<file path="config.mk">
export PLATFORM = sky130hd
export DESIGN_NAME = tsl_bank
export DESIGN_NICKNAME = d
export VERILOG_FILES = /design/src/rtl/tsl_pkg.sv /design/src/rtl/tsl_ctrl.sv /design/src/rtl/tsl_datapath.sv /design/src/rtl/tsl_bank.sv
export SDC_FILE = /design/constraint.sdc
export NUM_CORES = 1
export LEC_CHECK = 0
export ABC_AREA = 1
export BUFFER_PORTS_ARGS = -buffer_cell sky130_fd_sc_hd__buf_2
export CAP_MARGIN = 5
export CORE_MARGIN = 2
export CORE_UTILIZATION = 55
export DETAILED_ROUTE_END_ITERATION = 7
export PLACE_DENSITY_LB_ADDON = 0.12
export SYNTH_ARGS = -nofsm -noshare
export SYNTH_HDL_FRONTEND = slang
export SYNTH_HIERARCHICAL = 1
export SYNTH_SLANG_ARGS = --single-unit
</file>
<file path="constraint.sdc">
create_clock -name clk -period 6.9 [get_ports clk]
set_input_delay 0 -clock clk [delete_from_list [all_inputs] [get_ports clk]]
set_output_delay 0 -clock clk [all_outputs]
set_load 0.05 [all_outputs]
</file>
<file path="src/rtl/tsl_pkg.sv">
package tsl_pkg;
  parameter int RX_SLOTS = 4;
  localparam int RX_IDX_W = $clog2(RX_SLOTS);
  localparam int SLOT_CNT = RX_SLOTS + 2;
  localparam int TX_IDX   = RX_SLOTS;
  localparam int AUX_IDX  = RX_SLOTS + 1;
  localparam int INC_W    = $clog2(SLOT_CNT + 1);

  localparam int ADR_CTRL  = 0;
  localparam int ADR_STAT  = 1;
  localparam int ADR_DROP  = 2;
  localparam int ADR_SLOT0 = 4;

  localparam int IRQ_EN_BIT = 0;
  localparam int EDGE_LSB   = 16;

  typedef enum logic [1:0] {
    EDGE_NONE = 2'b00,
    EDGE_RISE = 2'b01,
    EDGE_FALL = 2'b10,
    EDGE_BOTH = 2'b11
  } edge_t;

  // strobes from control to datapath
  typedef struct packed {
    logic [SLOT_CNT-1:0] capture;   // load slot with current time
    logic [SLOT_CNT-1:0] release_;  // slot unlocked this cycle
  } capStrb_t;
endpackage

</file>
<file path="src/rtl/tsl_ctrl.sv">
module tsl_ctrl
  import tsl_pkg::*;
#(
  parameter int DATA_W = 32,
  parameter int ADDR_W = 5,
  parameter int DROP_W = 16
) (
  input  logic                clk,
  input  logic                rstN,
  input  logic                rxStrobe,
  input  logic [RX_IDX_W-1:0] rxSlot,
  input  logic                txStrobe,
  input  logic                auxPin,
  input  logic                regRead,
  input  logic                regWrite,
  input  logic [ADDR_W-1:0]   regAddr,
  input  logic [DATA_W-1:0]   regWdata,
  output capStrb_t            strb,
  output logic [SLOT_CNT-1:0] validWord,
  output logic [DATA_W-1:0]   ctrlWord,
  output logic [DROP_W-1:0]   dropCount,
  output logic                txIrq
);
  logic  auxMeta, auxSync, auxPrev;
  logic  irqEn;
  edge_t edgeSel;
  logic  auxFire;
  logic [SLOT_CNT-1:0] reqVec, relVec, capVec, dropVec;
  logic [INC_W-1:0]    dropInc;

  // two-flop synchronizer plus history flop for edge detection
  always_ff @(posedge clk or negedge rstN) begin
    if (!rstN) begin
      auxMeta <= 1'b0;
      auxSync <= 1'b0;
      auxPrev <= 1'b0;
    end else begin
      auxMeta <= auxPin;
      auxSync <= auxMeta;
      auxPrev <= auxSync;
    end
  end

  always_comb begin
    unique case (edgeSel)
      EDGE_RISE: auxFire = auxSync & ~auxPrev;
      EDGE_FALL: auxFire = ~auxSync & auxPrev;
      EDGE_BOTH: auxFire = auxSync ^ auxPrev;
      default:   auxFire = 1'b0;
    endcase
  end

  // per-slot request and unlock decode
  for (genvar k = 0; k < SLOT_CNT; k++) begin : g_slot
    if (k < RX_SLOTS) begin : g_rx
      assign reqVec[k] = rxStrobe && (rxSlot == RX_IDX_W'(k));
    end else if (k == TX_IDX) begin : g_tx
      assign reqVec[k] = txStrobe;
    end else begin : g_aux
      assign reqVec[k] = auxFire;
    end
    assign relVec[k] = regRead && (regAddr == ADDR_W'(ADR_SLOT0 + 2 * k + 1));
  end

  assign capVec  = reqVec & ~validWord;
  assign dropVec = reqVec & validWord;

  always_comb begin
    dropInc = '0;
    for (int k = 0; k < SLOT_CNT; k++) dropInc = dropInc + INC_W'(dropVec[k]);
  end

  always_ff @(posedge clk or negedge rstN) begin
    if (!rstN) begin
      validWord <= '0;
      dropCount <= '0;
      irqEn     <= 1'b0;
      edgeSel   <= EDGE_RISE;
    end else begin
      validWord <= (validWord & ~relVec) | capVec;
      dropCount <= dropCount + DROP_W'(dropInc);
      if (regWrite && regAddr == ADDR_W'(ADR_CTRL)) begin
        irqEn   <= regWdata[IRQ_EN_BIT];
        edgeSel <= edge_t'(regWdata[EDGE_LSB+1:EDGE_LSB]);
      end
    end
  end

  always_comb begin
    ctrlWord = '0;
    ctrlWord[IRQ_EN_BIT] = irqEn;
    ctrlWord[EDGE_LSB+1:EDGE_LSB] = edgeSel;
  end

  assign strb.capture  = capVec;
  assign strb.release_ = relVec;
  assign txIrq = irqEn & validWord[TX_IDX];
endmodule

</file>
<file path="src/rtl/tsl_datapath.sv">
module tsl_datapath
  import tsl_pkg::*;
#(
  parameter int DATA_W = 32,
  parameter int ADDR_W = 5,
  parameter int DROP_W = 16
) (
  input  logic                clk,
  input  logic                rstN,
  input  logic [2*DATA_W-1:0] timeNow,
  input  capStrb_t            strb,
  input  logic [SLOT_CNT-1:0] validWord,
  input  logic [DATA_W-1:0]   ctrlWord,
  input  logic [DROP_W-1:0]   dropCount,
  input  logic                regRead,
  input  logic [ADDR_W-1:0]   regAddr,
  output logic [DATA_W-1:0]   regRdata
);
  localparam int TIME_W = 2 * DATA_W;

  logic [TIME_W-1:0] slotTime [SLOT_CNT];
  logic [DATA_W-1:0] rdNext;

  for (genvar k = 0; k < SLOT_CNT; k++) begin : g_store
    always_ff @(posedge clk or negedge rstN) begin
      if (!rstN) slotTime[k] <= '0;
      else if (strb.capture[k]) slotTime[k] <= timeNow;
    end
  end

  always_comb begin
    rdNext = '0;
    if (regAddr == ADDR_W'(ADR_CTRL)) rdNext = ctrlWord;
    if (regAddr == ADDR_W'(ADR_STAT)) rdNext = DATA_W'(validWord);
    if (regAddr == ADDR_W'(ADR_DROP)) rdNext = DATA_W'(dropCount);
    for (int k = 0; k < SLOT_CNT; k++) begin
      if (regAddr == ADDR_W'(ADR_SLOT0 + 2 * k))     rdNext = slotTime[k][DATA_W-1:0];
      if (regAddr == ADDR_W'(ADR_SLOT0 + 2 * k + 1)) rdNext = slotTime[k][TIME_W-1:DATA_W];
    end
  end

  always_ff @(posedge clk or negedge rstN) begin
    if (!rstN) regRdata <= '0;
    else       regRdata <= regRead ? rdNext : '0;
  end
endmodule

</file>
<file path="src/rtl/tsl_bank.sv">
module tsl_bank
  import tsl_pkg::*;
#(
  parameter int DATA_W = 32,
  parameter int ADDR_W = 5,
  parameter int DROP_W = 16
) (
  input  logic                clk,
  input  logic                rstN,
  input  logic [2*DATA_W-1:0] timeNow,
  input  logic                rxStrobe,
  input  logic [RX_IDX_W-1:0] rxSlot,
  input  logic                txStrobe,
  input  logic                auxPin,
  input  logic                regRead,
  input  logic                regWrite,
  input  logic [ADDR_W-1:0]   regAddr,
  input  logic [DATA_W-1:0]   regWdata,
  output logic [DATA_W-1:0]   regRdata,
  output logic                txIrq
);
  capStrb_t            strb;
  logic [SLOT_CNT-1:0] validWord;
  logic [DATA_W-1:0]   ctrlWord;
  logic [DROP_W-1:0]   dropCount;

  tsl_ctrl #(.DATA_W(DATA_W), .ADDR_W(ADDR_W), .DROP_W(DROP_W)) u_ctrl (
    .clk(clk), .rstN(rstN), .rxStrobe(rxStrobe), .rxSlot(rxSlot),
    .txStrobe(txStrobe), .auxPin(auxPin), .regRead(regRead),
    .regWrite(regWrite), .regAddr(regAddr), .regWdata(regWdata),
    .strb(strb), .validWord(validWord), .ctrlWord(ctrlWord),
    .dropCount(dropCount), .txIrq(txIrq)
  );

  tsl_datapath #(.DATA_W(DATA_W), .ADDR_W(ADDR_W), .DROP_W(DROP_W)) u_dp (
    .clk(clk), .rstN(rstN), .timeNow(timeNow), .strb(strb),
    .validWord(validWord), .ctrlWord(ctrlWord), .dropCount(dropCount),
    .regRead(regRead), .regAddr(regAddr), .regRdata(regRdata)
  );
endmodule

</file>
; ---- Word level (Yosys, flattened, before mapping)
; Index checks and enable logic that the tools add are counted.
[classes]
addsub = 6
n_eq_ne = 20
muxes = 17
bitwise_logic = 12
n_reduce_logical = 13
[ops]
columns = cell, n
row1 = $mux W32, 15
row2 = $eq A5 B4 Y1 const B, 8
row3 = $eq A5 B3 Y1 const B, 4
row4 = $and A6 B6 Y6, 3
row5 = $mux W18, 1
row6 = $add A16 B3 Y16, 1
row7 = $add A3 B1 Y3, 4
row8 = $not A6 Y6, 2
row9 = $logic_and A1 B1 Y1, 11
row10 = $eq A2 B2 Y1 const B, 4
row11 = $or A6 B6 Y6, 1
row12 = $eq A5 B1 Y1 const B, 1
row13 = $eq A5 B2 Y1 const B, 1
row14 = $logic_not A5 Y1, 1
row15 = $eq A2 B1 Y1 const B, 2
row16 = $and A1 B1 Y1, 3
row17 = $pmux W1 S3, 1
row18 = $add A1 B1 Y2, 1
row19 = $logic_not A2 Y1, 1
row20 = $not A1 Y1, 2
row21 = $xor A1 B1 Y1, 1
[totals]
reg_bits = 444
input_bits = 110

; ---- Logic depth before layout (Yosys ltp)
; Gate-level depths: netlist of the first run.
[depth]
depth_word = 17
depth_mapped = 16
ltp_nobuf = 16

; ---- By module
; The synthesis of the first run kept the hierarchy.
[by_module_without_submodules]
columns = module, n_inst, cells_each, area_per_inst_um2
row1 = tsl_datapath, 1, 1965, 18834.3
row2 = tsl_ctrl, 1, 229, 1849.3

; ---- Worst setup path before layout of the first run
; No wires, ideal clock.
[synth_path]
kind = register to register
start = reg u_ctrl.validWord[0]
end = reg u_ctrl.dropCount[12]
setup_time_ns = 0.117
arrival_ns = 2.716
required_time_ns = 6.783
slack_ns = 4.067
path_stages_with_launch = 14
period_less_slack_ns = 2.833
cell_sequence = dfrtp_1 > inv_1 > nor2_1 > fa_1 > fa_1 > fa_1 > inv_1 > fa_1 > inv_1 > nand2_2 > a21boi_4 > nand3_1 > nand2_1 > nand2_1
[synth_via]
elab_chain_cells = 7
[synth_rtl]
columns = item, line
row1 = "start, declared", tsl_ctrl.sv:19  ; output logic [SLOT_CNT-1:0] validWord,
row2 = "start signal, assigned", tsl_ctrl.sv:80  ; validWord <= (validWord & ~relVec) | capVec;
row3 = $and A6 B6 Y6, tsl_ctrl.sv:66  ; assign dropVec = reqVec & validWord;
row4 = $add A1 B1 Y2, tsl_ctrl.sv:70  ; for (int k = 0; k < SLOT_CNT; k++) dropInc = dropInc + INC_W'(dropVec[k]);
row5 = $add A3 B1 Y3 (4 in a row), tsl_ctrl.sv:70
row6 = $add A16 B3 Y16, tsl_ctrl.sv:81  ; dropCount <= dropCount + DROP_W'(dropInc);
row7 = "end signal, assigned", tsl_ctrl.sv:81
row8 = "end, declared", tsl_ctrl.sv:21  ; output logic [DROP_W-1:0] dropCount,
; Every way passes these cells.
; A chain may end at the register's enable or synchronous reset.

; ---- Worst setup path in the final report of the first run
[layout_path]
start = reg u_ctrl.auxSync
end = reg u_ctrl.dropCount[12]
[layout_via]
elab_chain_cells = 6
[layout_rtl]
columns = item, line
row1 = "start, declared", tsl_ctrl.sv:24  ; logic auxMeta, auxSync, auxPrev;
row2 = "start signal, assigned", tsl_ctrl.sv:39  ; auxSync <= auxMeta;
row3 = $not A1 Y1, tsl_ctrl.sv:47  ; EDGE_FALL: auxFire = ~auxSync & auxPrev;
row4 = $and A1 B1 Y1, tsl_ctrl.sv:47
row5 = $pmux W1 S3 *, tsl_ctrl.sv:45  ; unique case (edgeSel)
row6 = $and A6 B6 Y6 *, tsl_ctrl.sv:66
row7 = $add A3 B1 Y3 *, tsl_ctrl.sv:70
row8 = $add A16 B3 Y16 *, tsl_ctrl.sv:81
; Every way passes the cells marked *; elsewhere a longest branch is shown, timed or not.

==> results of run 1 <==
-- final cells by class --
type                    count  area share (%)
flip-flops and latches    444            46.5
inverters                 261            4.11
clock buffers              78            6.59
multi-input cells        1382            33.6
diodes                      3          0.0314
well taps                 474            2.48
repair buffers            208            6.32
clock inverters            10           0.356
-- state kept, by name (all words and copies together) (netlist names) --
register	count
u_dp/regRdata	32
u_ctrl/edgeSel	2
u_ctrl/irqEn	1
u_ctrl/auxMeta	1
u_ctrl/auxPrev	1
u_ctrl/validWord	6
u_ctrl/auxSync	1
u_dp/slotTime	384
u_ctrl/dropCount	16
-- per-stage QoR --
stage	total power (µW)	instance area, µm²	worst slack, ns	instances	hold slack (ns)
5_1_grt	9440	23900	3.36	2860	0.0817
3_3_place_gp	6100	21400	3.68	2690	0.112
3_5_place_dp	6250	21400	3.59	2690	0.115
6_report	8900	23900	3.61	2860	0.0483
2_1_floorplan	5680	20800	4.07	2220	-0.296
4_1_cts	8940	23900	3.55	2857	0.00657
-- worst max path at each step --
stage | to | cells past startpoint
floorplan | u_ctrl/dropCount[12] | 13
global placement | u_ctrl/dropCount[12] | 15
detailed placement | u_ctrl/dropCount[12] | 15
CTS | u_ctrl/dropCount[12] | 15
global route | u_ctrl/dropCount[10] | 15
finish | u_ctrl/dropCount[12] | 15
-- power breakdown --
part	leakage [µW]	switching, µW	total [µW]	internal (µW)
sequential	0.00543	525	4320	3790
clock	0.000829	1040	2640	1590
combinational	0.00483	1020	1950	933
-- routing by layer --
layer	vias up	part of all wire, %	global-route usage (%)
met1	7687	41	36.5
met2	364	50	51.1
li1	7332	-	-
met5	-	0	0
met3	118	4.7	4.45
met4	0	4.0	12.3
-- worst reg2reg max path, cell delays in order, from the launching register on --
cell      delay (ns)
dfrtp_1         0.38
inv_1           0.06
ha_1            0.27
nor2_1          0.04
o21bai_1        0.35
nor2_1          0.12
fa_1            0.56
fa_1            0.24
inv_1           0.10
fa_1            0.41
inv_1           0.09
nand2_2         0.08
a21boi_4        0.25
nand3_1         0.10
nand2_1         0.07
nand2_1         0.06
==> impl_metrics.json, run 1 <==
{
  "outcome": "completed",
  "grt_max_degree": 192,
  "final_layout_size_suffix_gt1_share_pct": 21.1,
  "max_stage_delay_ns": 0.56,
  "fill_cells": 3072,
  "final_cell_mix": "517 x nand2_1, 443 x dfrtp_1, 250 x inv_1",
  "antenna_found_initial": 3,
  "peakVddDrop_uv": 276,
  "multi_input_area_mm2": 0.00804,
  "cts_setup_buffers": 0,
  "crit_chain": "inv_1 -> ha_1 -> nor2_1 -> o21bai_1 -> nor2_1 -> fa_1 -> fa_1 -> inv_1 -> fa_1 -> inv_1 -> nand2_2 -> a21boi_4 -> nand3_1 -> nand2_1 -> nand2_1",
  "coreArea_mm2": 0.0373,
  "post-route-period-util_pct": 47.7,
  "wl_per_cell_um": 19.3,
  "cts_resized": 0,
  "yosys_warnings": 6,
  "hold_end": "u_ctrl/validWord[3]",
  "grt_pass1_wl_mm": 88.2,
  "die_h_um": 198,
  "portBuffers": 113,
  "finalSetupTns_ns": 0,
  "endpoint_kind": "register",
  "first_pass_iters": 5,
  "skew_ns": 0.0145,
  "slew_violations": 0,
  "min_period_ns": 3.29,
  "num_vias": 15500,
  "fin_util_pct": 64.1,
  "die_width_um": 198,
  "cp_top_family": "adder cells",
  "whs_path_depth": 5,
  "drcViolationCount": 0,
  "cp.required_ns": 7.34,
  "initialDrtViolationCount": 984,
  "path_class": "register to register",
  "layout.nets": 2464,
  "critPathLaunchType": "register",
  "initial_utilization_pct": 55.4,
  "cp_slowest_cell": "fa_1",
  "fp-row-count": 71,
  "crit_fanout": 7,
  "track_usage_pct": 29.3,
  "cts.sinks": 444,
  "hold_viol": 0,
  "vias_per_cell": 5.42,
  "routed_wl_mm": 55.1,
  "power.static_leakage_uw": 0.0111,
  "arrival_ns": 3.73,
  "dp_hpwl_mm": 33.0,
  "r2r_setup_slack_ns": 3.61,
  "seqCellArea_mm2": 0.0111,
  "layout_commonest_cell": "nand2_1",
  "maxCapViolations": 0,
  "reg2reg_depth": 15,
  "min_path_type": "primary input to register",
  "synth_area_per_cell_um2": 9.43,
  "cts_buffers": 48,
  "io_pins": 143,
  "path_buf_inv": 3,
  "startpoint": "u_ctrl/auxSync",
  "synth_area_mm2": 0.0207,
  "maxSlewHeadroom_pct": 19.6,
  "grt_pass1_vias": 16100,
  "grt_overflow": 0,
  "cts_tree": "done",
  "finalSetupViolCount": 0,
  "clock-root-buffer": "clkbuf_16",
  "clock.fmax_mhz": 304,
  "r2r-start": "u_ctrl/auxSync",
  "area_delta_synth_final_pct": 15.6,
  "cts.reportedPaths.clkPinSlew_ns": 0.06,
  "clkLatencyLatePin_ns": 0.56,
  "r2r-end": "u_ctrl/dropCount[12]",
  "gp_congestion": 0.809,
  "powerDensity_mw_per_mm2": 373,
  "cts_buffer_depth": 3,
  "hold_start": "regAddr[2]",
  "h-tree-depth": 2,
  "rsz0062_at_grt": "false",
  "holdBufCountCts": 79,
  "fp.dieArea_mm2": 0.0392,
  "drtAntennaViolNets": 0,
  "worstMarginPinSlew_ns": 1.21,
  "postSynthCellCount": 2192
}
(Power assumes the default switching activity.)
==> run 2: changes to the inputs <==
- clock period: 6.9 -> 2.9 ns (I/O delays scaled with it)
==> run 2 against run 1 <==
  * Sequential cell count stayed put
  * The flow now finishes with violations (setup timing)
  * Utilization is 1.6 points higher
  * Largest cell class unchanged
  * Critical path depth down 3
  * Setup slack got worse by 3.6 ns
  * Global-route usage grew 1.1 points
  * Highest routed layer unchanged
  * Final cell count rose by 1.5%
  * Sequential power rose by 140%
  * Sequential share of layout area decreased by 1.1 points
  * Non-clock buffer count increased by 48
==> impl_metrics.json, run 2 (synthesized netlist as in run 1, its figures left out) <==
{
  "outcome": "complete, but fails checks",
  "violations": "setup timing",
  "power.static_leakage_uw": 0.0114,
  "cts_buffer_depth": 3,
  "skew_ns": 0.0258,
  "drcViolationCount": 0,
  "routed_wl_mm": 57.5,
  "track_usage_pct": 30.4,
  "reg_top3": "u_dp/slotTime (384), u_dp/regRdata (32), u_ctrl/dropCount (16)",
  "area_delta_synth_final_pct": 18.5,
  "maxCapViolations": 0,
  "rsz0062_at_grt": "true",
  "r2r_setup_slack_ns": -0.004,
  "largest_reg_flops": 384,
  "layout.nets": 2511,
  "finalSetupViolCount": 1,
  "grt_pass1_vias": 16400,
  "grt_overflow": 0,
  "top_register": "u_dp/slotTime",
  "die_h_um": 198,
  "gp_congestion": 0.829,
  "cp_slowest_cell": "fa_1",
  "crit_fanout": 7,
  "num_vias": 15900,
  "post-route-period-util_pct": 100,
  "coreArea_mm2": 0.0373,
  "cts_buffers": 47,
  "endpoint_kind": "register",
  "vias_per_cell": 5.48,
  "fin_util_pct": 65.7,
  "arrival_ns": 3.43,
  "powerDensity_mw_per_mm2": 876,
  "min_path_type": "primary input to register",
  "cp.required_ns": 3.42,
  "cts.sinks": 444,
  "setup_ws_ns": -0.00377,
  "fp-row-count": 71,
  "peakVddDrop_uv": 577,
  "hold_viol": 0,
  "portBuffers": 113,
  "worstMarginPinSlew_ns": 1.05,
  "antenna_found_initial": 3,
  "io_pins": 143,
  "final_cell_mix": "517 x nand2_1, 443 x dfrtp_1, 248 x inv_1",
  "dp_hpwl_mm": 35.8,
  "maxSlewHeadroom_pct": 30.0,
  "crit_chain": "inv_2 -> nor2_4 -> fa_1 -> fa_1 -> fa_2 -> inv_2 -> fa_2 -> inv_2 -> nand2_4 -> a21boi_4 -> buf_4 -> xor2_1",
  "final_layout_size_suffix_gt1_share_pct": 22.4,
  "h-tree-depth": 2,
  "finalSetupTns_ns": -0.00377,
  "path_buf_inv": 4,
  "cts_tree": "done",
  "first_pass_iters": 5,
  "critPathLaunchType": "register",
  "wl_per_cell_um": 19.8,
  "clock-root-buffer": "clkbuf_16",
  "drtAntennaViolNets": 0,
  "initial_utilization_pct": 55.4,
  "cpMostUsedCell": "inv_2",
  "die_width_um": 198,
  "initialDrtViolationCount": 1149,
  "slew_violations": 0,
  "grt_pass1_wl_mm": 90.5,
  "cts.reportedPaths.clkPinSlew_ns": 0.07,
  "layout_commonest_cell": "nand2_1",
  "max_stage_delay_ns": 0.54,
  "fp.dieArea_mm2": 0.0392,
  "path_class": "register to register",
  "min_period_ns": 2.90,
  "cp_top_family": "adder cells",
  "clock.fmax_mhz": 344,
  "grt_max_degree": 86,
  "clkLatencyLatePin_ns": 0.60
}
-- run 2: changes by cell type in the layout (fill, tap and decap cells not counted), sizes merged --
cell | before | now
clkinv | 8 | 6
dlygate4sd3 | 79 | 85
diode | 3 | 2
inv | 261 | 263
bufinv | 1 | 5
buf | 129 | 171
clkbuf | 78 | 69
-- run 2: path summary, 6_finish.rpt --
path | startpoint | endpoint | cells after the start
worst min-delay path | regAddr[4] | u_ctrl/validWord[1] | 5
worst min register to register | u_ctrl/auxMeta | u_ctrl/auxSync | 0
min in group asynchronous | rstN | u_dp/slotTime[229] | 3
worst max-delay path | u_ctrl/validWord[0] | u_ctrl/dropCount[4] | 12
max in group asynchronous | rstN | u_dp/slotTime[40] | 4
worst max register to register | u_ctrl/validWord[0] | u_ctrl/dropCount[4] | 12
-- run 2: power by group --
part / total, µW / switching, µW / internal [µW]
logic: 4870 / 2510 / 2360
registers: 10300 / 1260 / 9030
clock network: 6310 / 2540 / 3780
-- run 2: stage by stage --
stage | worst slack (ns) | hold WS, ns | area, µm² | total power (µW) | instances
after floorplan | 0.0674 | -0.296 | 20800 | 13500 | 2220
after global placement | -0.0640 | 0.00915 | 21900 | 14600 | 2726
after detailed placement | -0.137 | 0.0116 | 21900 | 15000 | 2726
after CTS | 0.00575 | 0.0195 | 24500 | 21500 | 2897
after global routing | -0.108 | 0.0745 | 24500 | 22700 | 2902
final | -0.00377 | 0.0528 | 24500 | 21500 | 2902
-- run 2: repair_timing --
action,in CTS,in global routing
gates resized for setup,4,7
endpoints found under the hold margin,837,0
setup endpoints to repair,5,6
pin swaps,5,6
buffers inserted,2,3
hold buffers,86,0
gates cloned,0,0
-- run 2: worst min-delay path, delay by kind of cell --
family	cells	cell delay, ns
simple gates	2	0.23
compound gates	1	0.06
buf+inv	2	0.32
-- run 2: routing by layer --
layer | share of wire, % | vias to the layer above | track usage [%]
li1 | - | 7436 | -
met1 | 41 | 7853 | 38.0
met2 | 49 | 486 | 52.6
met3 | 5.2 | 122 | 4.31
met4 | 4.2 | 0 | 14.0
met5 | 0 | - | 0
-- run 2: cell type report --
type,count,area [µm²]
flip-flops and latches,444,11100
multi-input cells,1382,8060
clock buffers,69,1390
well taps,474,593
repair buffers,256,2120
inverters,261,982
fillers,3026,12800
clock inverters,14,235
diodes,2,5.00
